### config.mk
export PLATFORM = sky130hd
export DESIGN_NAME = coh_cache_node
export DESIGN_NICKNAME = d
export VERILOG_FILES = /design/src/rtl/coh_node_pkg.sv /design/src/rtl/coh_line_array.sv /design/src/rtl/coh_home_resp.sv /design/src/rtl/coh_cache_node.sv
export SDC_FILE = /design/constraint.sdc
export NUM_CORES = 1
export LEC_CHECK = 0
export BUFFER_PORTS_ARGS = -buffer_cell sky130_fd_sc_hd__clkbuf_2
export CAP_MARGIN = 15
export CORE_MARGIN = 1
export CORE_UTILIZATION = 55
export CTS_BUF_LIST = sky130_fd_sc_hd__clkbuf_16
export CTS_CLUSTER_DIAMETER = 80
export CTS_CLUSTER_SIZE = 40
export DETAILED_ROUTE_END_ITERATION = 10
export HOLD_SLACK_MARGIN = 0.1
export PLACE_DENSITY = 0.76
export SLEW_MARGIN = 5
export SYNTH_ARGS = -nofsm -noshare
export SYNTH_HDL_FRONTEND = slang
export SYNTH_SLANG_ARGS = --single-unit
### constraint.sdc
create_clock -name clk -period 4.7 [get_ports clk]
set_input_delay 0.705 -clock clk [delete_from_list [all_inputs] [get_ports clk]]
set_output_delay 0.705 -clock clk [all_outputs]
set_load 0.05 [all_outputs]
### src/rtl/coh_node_pkg.sv
package coh_node_pkg;

    // Per-line coherence state
    typedef enum logic [1:0] {
        LS_NOTHING = 2'd0,
        LS_SH      = 2'd1,
        LS_EX      = 2'd2,
        LS_PEND    = 2'd3
    } line_st_t;

    // Message codes on both home channels
    typedef enum logic [3:0] {
        M_SH_REQ    = 4'd0,
        M_EX_REQ    = 4'd1,
        M_WB_REQ    = 4'd2,
        M_INV_REQ   = 4'd3,
        M_FLUSH_REQ = 4'd4,
        M_WB_REP    = 4'd5,
        M_INV_REP   = 4'd6,
        M_FLUSH_REP = 4'd7,
        M_SH_REP    = 4'd8,
        M_EX_REP    = 4'd9
    } msg_t;

    // Controller sequencing
    typedef enum logic [1:0] {
        C_IDLE  = 2'd0,
        C_ISSUE = 2'd1,
        C_WAIT  = 2'd2
    } ctl_st_t;

    function automatic logic is_fill(msg_t m);
        return (m == M_SH_REP) || (m == M_EX_REP);
    endfunction

    function automatic msg_t req_for(logic wr);
        return wr ? M_EX_REQ : M_SH_REQ;
    endfunction

endpackage

### src/rtl/coh_line_array.sv
module coh_line_array
    import coh_node_pkg::*;
#(
    parameter int LINES  = 4,
    parameter int IDX_W  = 2,
    parameter int TAG_W  = 6,
    parameter int DATA_W = 16
) (
    input  logic              clk,
    input  logic              rst,
    input  logic [IDX_W-1:0]  rd_idx,
    output line_st_t          rd_st,
    output logic [TAG_W-1:0]  rd_tag,
    output logic [DATA_W-1:0] rd_data,
    input  logic              we,
    input  logic [IDX_W-1:0]  wr_idx,
    input  line_st_t          wr_st,
    input  logic [TAG_W-1:0]  wr_tag,
    input  logic [DATA_W-1:0] wr_data
);
    logic [LINES-1:0][1:0]        st_v;
    logic [LINES-1:0][TAG_W-1:0]  tag_v;
    logic [LINES-1:0][DATA_W-1:0] data_v;

    generate
        for (genvar g = 0; g < LINES; g++) begin : g_line
            logic [1:0]        st_r;
            logic [TAG_W-1:0]  tag_r;
            logic [DATA_W-1:0] data_r;

            always_ff @(posedge clk) begin
                if (rst) begin
                    st_r   <= LS_NOTHING;
                    tag_r  <= '0;
                    data_r <= '0;
                end else if (we && (wr_idx == IDX_W'(g))) begin
                    st_r   <= wr_st;
                    tag_r  <= wr_tag;
                    data_r <= wr_data;
                end
            end

            assign st_v[g]   = st_r;
            assign tag_v[g]  = tag_r;
            assign data_v[g] = data_r;
        end
    endgenerate

    assign rd_st   = line_st_t'(st_v[rd_idx]);
    assign rd_tag  = tag_v[rd_idx];
    assign rd_data = data_v[rd_idx];

endmodule

### src/rtl/coh_home_resp.sv
module coh_home_resp
    import coh_node_pkg::*;
#(
    parameter int TAG_W  = 6,
    parameter int DATA_W = 16
) (
    input  msg_t              msg_type,
    input  logic [TAG_W-1:0]  msg_tag,
    input  line_st_t          line_st,
    input  logic [TAG_W-1:0]  line_tag,
    input  logic [DATA_W-1:0] line_data,
    output logic              reply_vld,
    output msg_t              reply_type,
    output logic [DATA_W-1:0] reply_data,
    output logic              upd,
    output line_st_t          upd_st
);
    logic tag_hit;
    assign tag_hit = (line_tag == msg_tag) && (line_st != LS_NOTHING);

    always_comb begin
        reply_vld  = 1'b0;
        reply_type = M_INV_REP;
        reply_data = '0;
        upd        = 1'b0;
        upd_st     = line_st;
        unique case (msg_type)
            M_INV_REQ: begin
                // always acknowledged; a waiting line keeps waiting
                reply_vld = 1'b1;
                if (tag_hit && (line_st != LS_PEND)) begin
                    upd    = 1'b1;
                    upd_st = LS_NOTHING;
                end
            end
            M_WB_REQ: begin
                if (tag_hit && (line_st == LS_EX)) begin
                    reply_vld  = 1'b1;
                    reply_type = M_WB_REP;
                    reply_data = line_data;
                    upd        = 1'b1;
                    upd_st     = LS_SH;
                end
            end
            M_FLUSH_REQ: begin
                if (tag_hit && (line_st == LS_EX)) begin
                    reply_vld  = 1'b1;
                    reply_type = M_FLUSH_REP;
                    reply_data = line_data;
                    upd        = 1'b1;
                    upd_st     = LS_NOTHING;
                end
            end
            default: ;
        endcase
    end

endmodule

### src/rtl/coh_cache_node.sv
module coh_cache_node
    import coh_node_pkg::*;
#(
    parameter int ADDR_W = 8,
    parameter int DATA_W = 16,
    parameter int LINES  = 4
) (
    input  logic              clk,
    input  logic              rst,
    input  logic              cpu_valid,
    output logic              cpu_ready,
    input  logic              cpu_write,
    input  logic [ADDR_W-1:0] cpu_addr,
    input  logic [DATA_W-1:0] cpu_wdata,
    output logic              rsp_valid,
    output logic [DATA_W-1:0] rsp_rdata,
    input  logic              home_in_valid,
    input  logic [3:0]        home_in_type,
    input  logic [ADDR_W-1:0] home_in_addr,
    input  logic [DATA_W-1:0] home_in_data,
    output logic              home_out_valid,
    output logic [3:0]        home_out_type,
    output logic [ADDR_W-1:0] home_out_addr,
    output logic [DATA_W-1:0] home_out_data
);
    localparam int IDX_W = (LINES > 1) ? $clog2(LINES) : 1;
    localparam int TAG_W = ADDR_W - IDX_W;

    // address split
    logic [IDX_W-1:0] cpu_idx, in_idx, rd_idx;
    logic [TAG_W-1:0] cpu_tag, in_tag;
    msg_t             in_msg;

    assign cpu_idx = cpu_addr[IDX_W-1:0];
    assign cpu_tag = cpu_addr[ADDR_W-1:IDX_W];
    assign in_idx  = home_in_addr[IDX_W-1:0];
    assign in_tag  = home_in_addr[ADDR_W-1:IDX_W];
    assign in_msg  = msg_t'(home_in_type);
    assign rd_idx  = home_in_valid ? in_idx : cpu_idx;

    // controller state and the outstanding miss
    ctl_st_t           ctl_q, ctl_n;
    logic [IDX_W-1:0]  p_idx;
    logic [TAG_W-1:0]  p_tag;
    logic              p_write;
    logic [DATA_W-1:0] p_wdata;
    logic              latch_miss;

    // line array ports
    line_st_t          rd_st, wr_st;
    logic [TAG_W-1:0]  rd_tag, wr_tag;
    logic [DATA_W-1:0] rd_data, wr_data;
    logic              we;
    logic [IDX_W-1:0]  wr_idx;

    coh_line_array #(
        .LINES(LINES), .IDX_W(IDX_W), .TAG_W(TAG_W), .DATA_W(DATA_W)
    ) u_lines (
        .clk(clk), .rst(rst),
        .rd_idx(rd_idx), .rd_st(rd_st), .rd_tag(rd_tag), .rd_data(rd_data),
        .we(we), .wr_idx(wr_idx), .wr_st(wr_st), .wr_tag(wr_tag), .wr_data(wr_data)
    );

    // home demand handling
    logic              hr_vld, hr_upd;
    msg_t              hr_type;
    logic [DATA_W-1:0] hr_data;
    line_st_t          hr_st;

    coh_home_resp #(.TAG_W(TAG_W), .DATA_W(DATA_W)) u_resp (
        .msg_type(in_msg), .msg_tag(in_tag),
        .line_st(rd_st), .line_tag(rd_tag), .line_data(rd_data),
        .reply_vld(hr_vld), .reply_type(hr_type), .reply_data(hr_data),
        .upd(hr_upd), .upd_st(hr_st)
    );

    // registered outputs
    logic              out_v_n, rsp_v_n;
    msg_t              out_t_n;
    logic [ADDR_W-1:0] out_a_n;
    logic [DATA_W-1:0] out_d_n, rsp_d_n;

    logic fill_mine, fast_hit;
    assign fill_mine = (ctl_q == C_WAIT) && is_fill(in_msg)
                       && (in_idx == p_idx) && (in_tag == p_tag);
    assign fast_hit  = (rd_tag == cpu_tag)
                       && ((rd_st == LS_EX) || ((rd_st == LS_SH) && !cpu_write));
    assign cpu_ready = (ctl_q == C_IDLE) && !home_in_valid;

    always_comb begin
        we         = 1'b0;
        wr_idx     = rd_idx;
        wr_st      = rd_st;
        wr_tag     = rd_tag;
        wr_data    = rd_data;
        ctl_n      = ctl_q;
        latch_miss = 1'b0;
        out_v_n    = 1'b0;
        out_t_n    = M_SH_REQ;
        out_a_n    = '0;
        out_d_n    = '0;
        rsp_v_n    = 1'b0;
        rsp_d_n    = '0;
        if (home_in_valid) begin
            if (fill_mine) begin
                we      = 1'b1;
                wr_idx  = p_idx;
                wr_tag  = p_tag;
                wr_st   = (in_msg == M_SH_REP) ? LS_SH : LS_EX;
                wr_data = p_write ? p_wdata : home_in_data;
                rsp_v_n = 1'b1;
                rsp_d_n = p_write ? p_wdata : home_in_data;
                ctl_n   = C_IDLE;
            end else begin
                we      = hr_upd;
                wr_st   = hr_st;
                out_v_n = hr_vld;
                out_t_n = hr_type;
                out_a_n = home_in_addr;
                out_d_n = hr_data;
            end
        end else begin
            unique case (ctl_q)
                C_IDLE: begin
                    if (cpu_valid) begin
                        if (fast_hit) begin
                            rsp_v_n = 1'b1;
                            rsp_d_n = cpu_write ? cpu_wdata : rd_data;
                            if (cpu_write) begin
                                we      = 1'b1;
                                wr_data = cpu_wdata;
                            end
                        end else begin
                            latch_miss = 1'b1;
                            we         = 1'b1;
                            out_v_n    = 1'b1;
                            if (rd_st == LS_EX) begin
                                // dirty victim goes back first
                                out_t_n = M_FLUSH_REP;
                                out_a_n = {rd_tag, cpu_idx};
                                out_d_n = rd_data;
                                wr_st   = LS_NOTHING;
                                ctl_n   = C_ISSUE;
                            end else begin
                                out_t_n = req_for(cpu_write);
                                out_a_n = cpu_addr;
                                wr_st   = LS_PEND;
                                wr_tag  = cpu_tag;
                                ctl_n   = C_WAIT;
                            end
                        end
                    end
                end
                C_ISSUE: begin
                    we      = 1'b1;
                    wr_idx  = p_idx;
                    wr_st   = LS_PEND;
                    wr_tag  = p_tag;
                    wr_data = '0;
                    out_v_n = 1'b1;
                    out_t_n = req_for(p_write);
                    out_a_n = {p_tag, p_idx};
                    ctl_n   = C_WAIT;
                end
                default: ;
            endcase
        end
    end

    always_ff @(posedge clk) begin
        if (rst) begin
            ctl_q          <= C_IDLE;
            p_idx          <= '0;
            p_tag          <= '0;
            p_write        <= 1'b0;
            p_wdata        <= '0;
            home_out_valid <= 1'b0;
            home_out_type  <= '0;
            home_out_addr  <= '0;
            home_out_data  <= '0;
            rsp_valid      <= 1'b0;
            rsp_rdata      <= '0;
        end else begin
            ctl_q          <= ctl_n;
            home_out_valid <= out_v_n;
            home_out_type  <= out_t_n;
            home_out_addr  <= out_a_n;
            home_out_data  <= out_d_n;
            rsp_valid      <= rsp_v_n;
            rsp_rdata      <= rsp_d_n;
            if (latch_miss) begin
                p_idx   <= cpu_idx;
                p_tag   <= cpu_tag;
                p_write <= cpu_write;
                p_wdata <= cpu_wdata;
            end
        end
    end

endmodule

==> flow_metrics.py <==
metrics = {
    "routing": {
        "drc": 0,
        "vias": 7914,
        "viasPerCell": 6.261,
        "avgRoutedWirePerCell_um": 19.40,
        "ant_nets": 0,
        "first_pass_iters": 7,
        "drtIter0Drc": 1217,
        "finalWirelength_um": 24520,
    },
    "worst_setup_path": {
        "cpPeakStageDelay_ns": 0.68,
        "required_ns": 4.98,
        "critPathKind": "input port to flop",
        "cp_max_fo": 27,
        "cp_slowest_cell": "a211oi_1",
        "cp-end-kind": "flop",
        "critPathArrivalTime_ns": 4.39,
        "path_buf_inv": 3,
        "cpLargestDelayFamily": "compound AO/OA/AOI/OAI gates",
        "path_cells": "clkbuf_2, mux2i_4, buf_4, mux4_2, o31ai_4, or4_1, buf_4, nor3_1, a211oi_1, a211oi_1",
        "start_kind": "input port",
    },
    "die": {
        "core_area_sq_um": 15150,
        "die_h_um": 126.5,
        "row_count": 45,
        "dieArea_sq_um": 16010,
        "die_x_um": 126.5,
        "start_util_pct": 56.30,
        "ios": 104,
    },
    "yosys": {
        "synth.avg_cell_area_sq_um": 8.527,
        "ys_seq_area_share_pct": 39.44,
        "syn-num-nets": 1057,
        "yosysUniqueCellTypes": 58,
        "syn_inst": 1000,
        "synth-main-ff-cell": "dfxtp_1",
        "ys_ff_latch": 168,
        "yosys_warnings": 0,
        "async_flop_share_pct": 0,
        "synth_edf_count": 0,
        "synth.cell_area_sq_um": 8527,
    },
    "sta": {
        "tns_ns": 0,
        "max_freq_ghz": 0.2432,
        "rsz0062_at_grt": "false",
        "hold_viol_final": 0,
        "tightest_slew_ns": 1.128,
        "slew_headroom_pct": 24.81,
        "setup_violations": 0,
        "skew_ns": 0.008359,
        "finalCritPeriodShare_pct": 87.47,
        "min_period_ns": 4.111,
        "drv_slew": 0,
    },
    "place": {
        "io_buffers": 102,
        "place_inst": 1232,
        "gp_congestion": 0.9145,
        "hpwl_um": 16180,
    },
    "cts": {
        "cts_tree": "yes",
        "clock_latency_ns": 0.43,
        "cts_buffer_depth": 2,
        "cts_setup_buffers": 0,
        "cts_buffers": 17,
        "cts_root_buffer": "clkbuf_16",
        "cts_resized": 0,
        "cts.htree.levels": 4,
        "clkTransAtPathRegs_ns": 0.07,
        "cts_hold_buf": 0,
        "clock-sinks": 168,
    },
    "finish": {
        "drive_gt1_share_pct": 19.89,
        "fin_cells": 1264,
        "fin_nets": 1120,
        "area_growth_pct": 14.97,
        "fillers": 1254,
        "antenna_cells": 0,
    },
    "global_routing": {
        "antenna_found_initial": 0,
        "grt_pass1_wl_um": 38170,
        "grt_pass1_vias": 7007,
        "track_usage_pct": 30.49,
        "grt_max_degree": 116,
        "overflow": 0,
    },
    "hold_path": {
        "hp-class": "flop to flop",
    },
    "flow_run": {
        "drv_cap": 0,
    },
    "status": {
        "status": "finished clean",
    },
    "pwr": {
        "leakagePower_nw": 3.539,
        "powerDensity_nw_per_um2": 364.3,
        "peakVddDrop_v": 0.0002921,
    },
}
registers in the layout (all words and copies together), names as in the netlist:
register               flops
ctl_q                      2
rsp_valid                  1
p_idx                      2
p_write                    1
home_out_valid             1
p_wdata                   16
u_lines.g_line.data_r     64
p_tag                      6
home_out_data             16
u_lines.g_line.tag_r      24
u_lines.g_line.st_r        8
rsp_rdata                 16
home_out_addr              8
home_out_type              3
layout by cell type, fill, tap and decap left out, types with 2 or more instances in the layout:
cell	netlist	final
clkbuf_16	0	17
nand2_1	89	89
bufinv_16	0	5
o21ai_0	14	14
xnor2_2	2	2
nor2b_1	7	7
clkbuf_2	0	101
a222oi_1	10	10
nor4b_1	3	3
a31oi_1	16	16
inv_6	0	4
a22oi_1	3	3
xnor2_1	11	11
or4_1	2	2
clkinv_4	0	2
nand3_1	7	7
mux2i_1	47	46
nor2_1	127	127
o211ai_1	3	3
nand3b_1	5	5
a21o_1	4	4
and2_1	10	10
mux2_2	10	10
nand2b_1	23	23
or2_2	3	3
nand4_1	9	9
xor2_1	6	6
a211oi_1	91	91
a311o_1	5	5
mux2i_4	0	2
nor3_1	17	17
a21oi_1	140	140
buf_4	7	34
dfxtp_1	168	168
mux4_2	20	20
nor4_1	15	15
a31o_2	2	2
inv_1	16	17
area by class of cell:
| type | instances | area [sq um] | area share (%) |
|---|---|---|---|
| clock buffer | 17 | 425.4 | 4.340 |
| clock inverter | 15 | 222.7 | 2.272 |
| inverter | 16 | 60.06 | 0.6126 |
| multi-input combinational | 724 | 4716 | 48.10 |
| sequential | 168 | 3363 | 34.31 |
| tap | 188 | 235.2 | 2.399 |
| timing repair buffer | 136 | 780.7 | 7.964 |
cells in the mapped netlist (11+ instances only):
master    instances  area, sq um
a211oi_1         91        683.2
a21oi_1         140        700.7
a31oi_1          16        100.1
buf_2            18        90.09
clkbuf_1         60        225.2
dfxtp_1         168         3363
inv_1            16        60.06
mux2i_1          47        470.5
mux4_2           20        450.4
nand2_1          89        334.1
nand2b_1         23        143.9
nor2_1          127        476.7
nor3_1           17        85.08
nor4_1           15        93.84
o21ai_0          14        70.07
xnor2_1          11        96.34
metal layers:
| metal | up-vias | GRT usage [%] | wire, um | part of all wire [%] |
|---|---|---|---|---|
| li1 | 3739 | - | - | - |
| met1 | 3707 | 42.21 | 10710 | 44 |
| met2 | 419 | 46.90 | 11280 | 46 |
| met3 | 49 | 6.031 | 1978 | 8.1 |
| met4 | 0 | 11.91 | 543 | 2.2 |
| met5 | - | 0 | 0 | 0 |
tightest hold or removal path, stage by stage, from the launching register on:
cell and delay, ns:
dfxtp_1 0.31, nand2_1 0.05, a21oi_1 0.05
per-stage QoR:
step                hold WS, ns  total power, W  setup WS, ns  utilization [%]  area [sq um]
floorplan                0.4360        0.001895         1.021                -          8527
global placement         0.4420        0.002033        0.3298            60.45          9155
detailed placement       0.4489        0.002040        0.3006            60.45          9155
CTS                      0.4577        0.003566        0.6957            64.73          9803
global route             0.4705        0.003679        0.3828            64.73          9803
finish                   0.4555        0.003571        0.5888            64.73          9803
final timing paths:
check	startpoint	to	slack (ns)	depth (start not counted)
worst min-delay path	p_wdata[7]	p_wdata[7]	0.46	2
worst max register to register	ctl_q[1]	u_lines.g_line[0].data_r[2]	1.10	8
worst min register to register	p_wdata[7]	p_wdata[7]	0.46	2
worst max-delay path	home_in_valid	u_lines.g_line[0].data_r[2]	0.59	10
power breakdown:
group / internal [W] / switching [W] / total [W]
Combinational: 0.000183 / 0.000322 / 0.000505
Sequential: 0.00148 / 0.0000400 / 0.00152
Clock: 0.000947 / 0.000600 / 0.00155
Total: 0.00261 / 0.000962 / 0.00357
logic make-up (layout without fill, tap and decap cells):
| logic type | after synthesis | after routing | share of synthesized area (%) |
|---|---|---|---|
| AO/OA/AOI/OAI | 300 | 300 | 22.64 |
| XOR/XNOR | 19 | 19 | 2.128 |
| buffers and inverters | 108 | 184 | 5.591 |
| flip-flops | 168 | 168 | 39.44 |
| multiplexers | 79 | 79 | 12.41 |
| other | 1 | 1 | 0.04398 |
| AND/OR/NAND/NOR | 325 | 325 | 17.74 |
No activity file was read; power rests on OpenSTA's default activity.
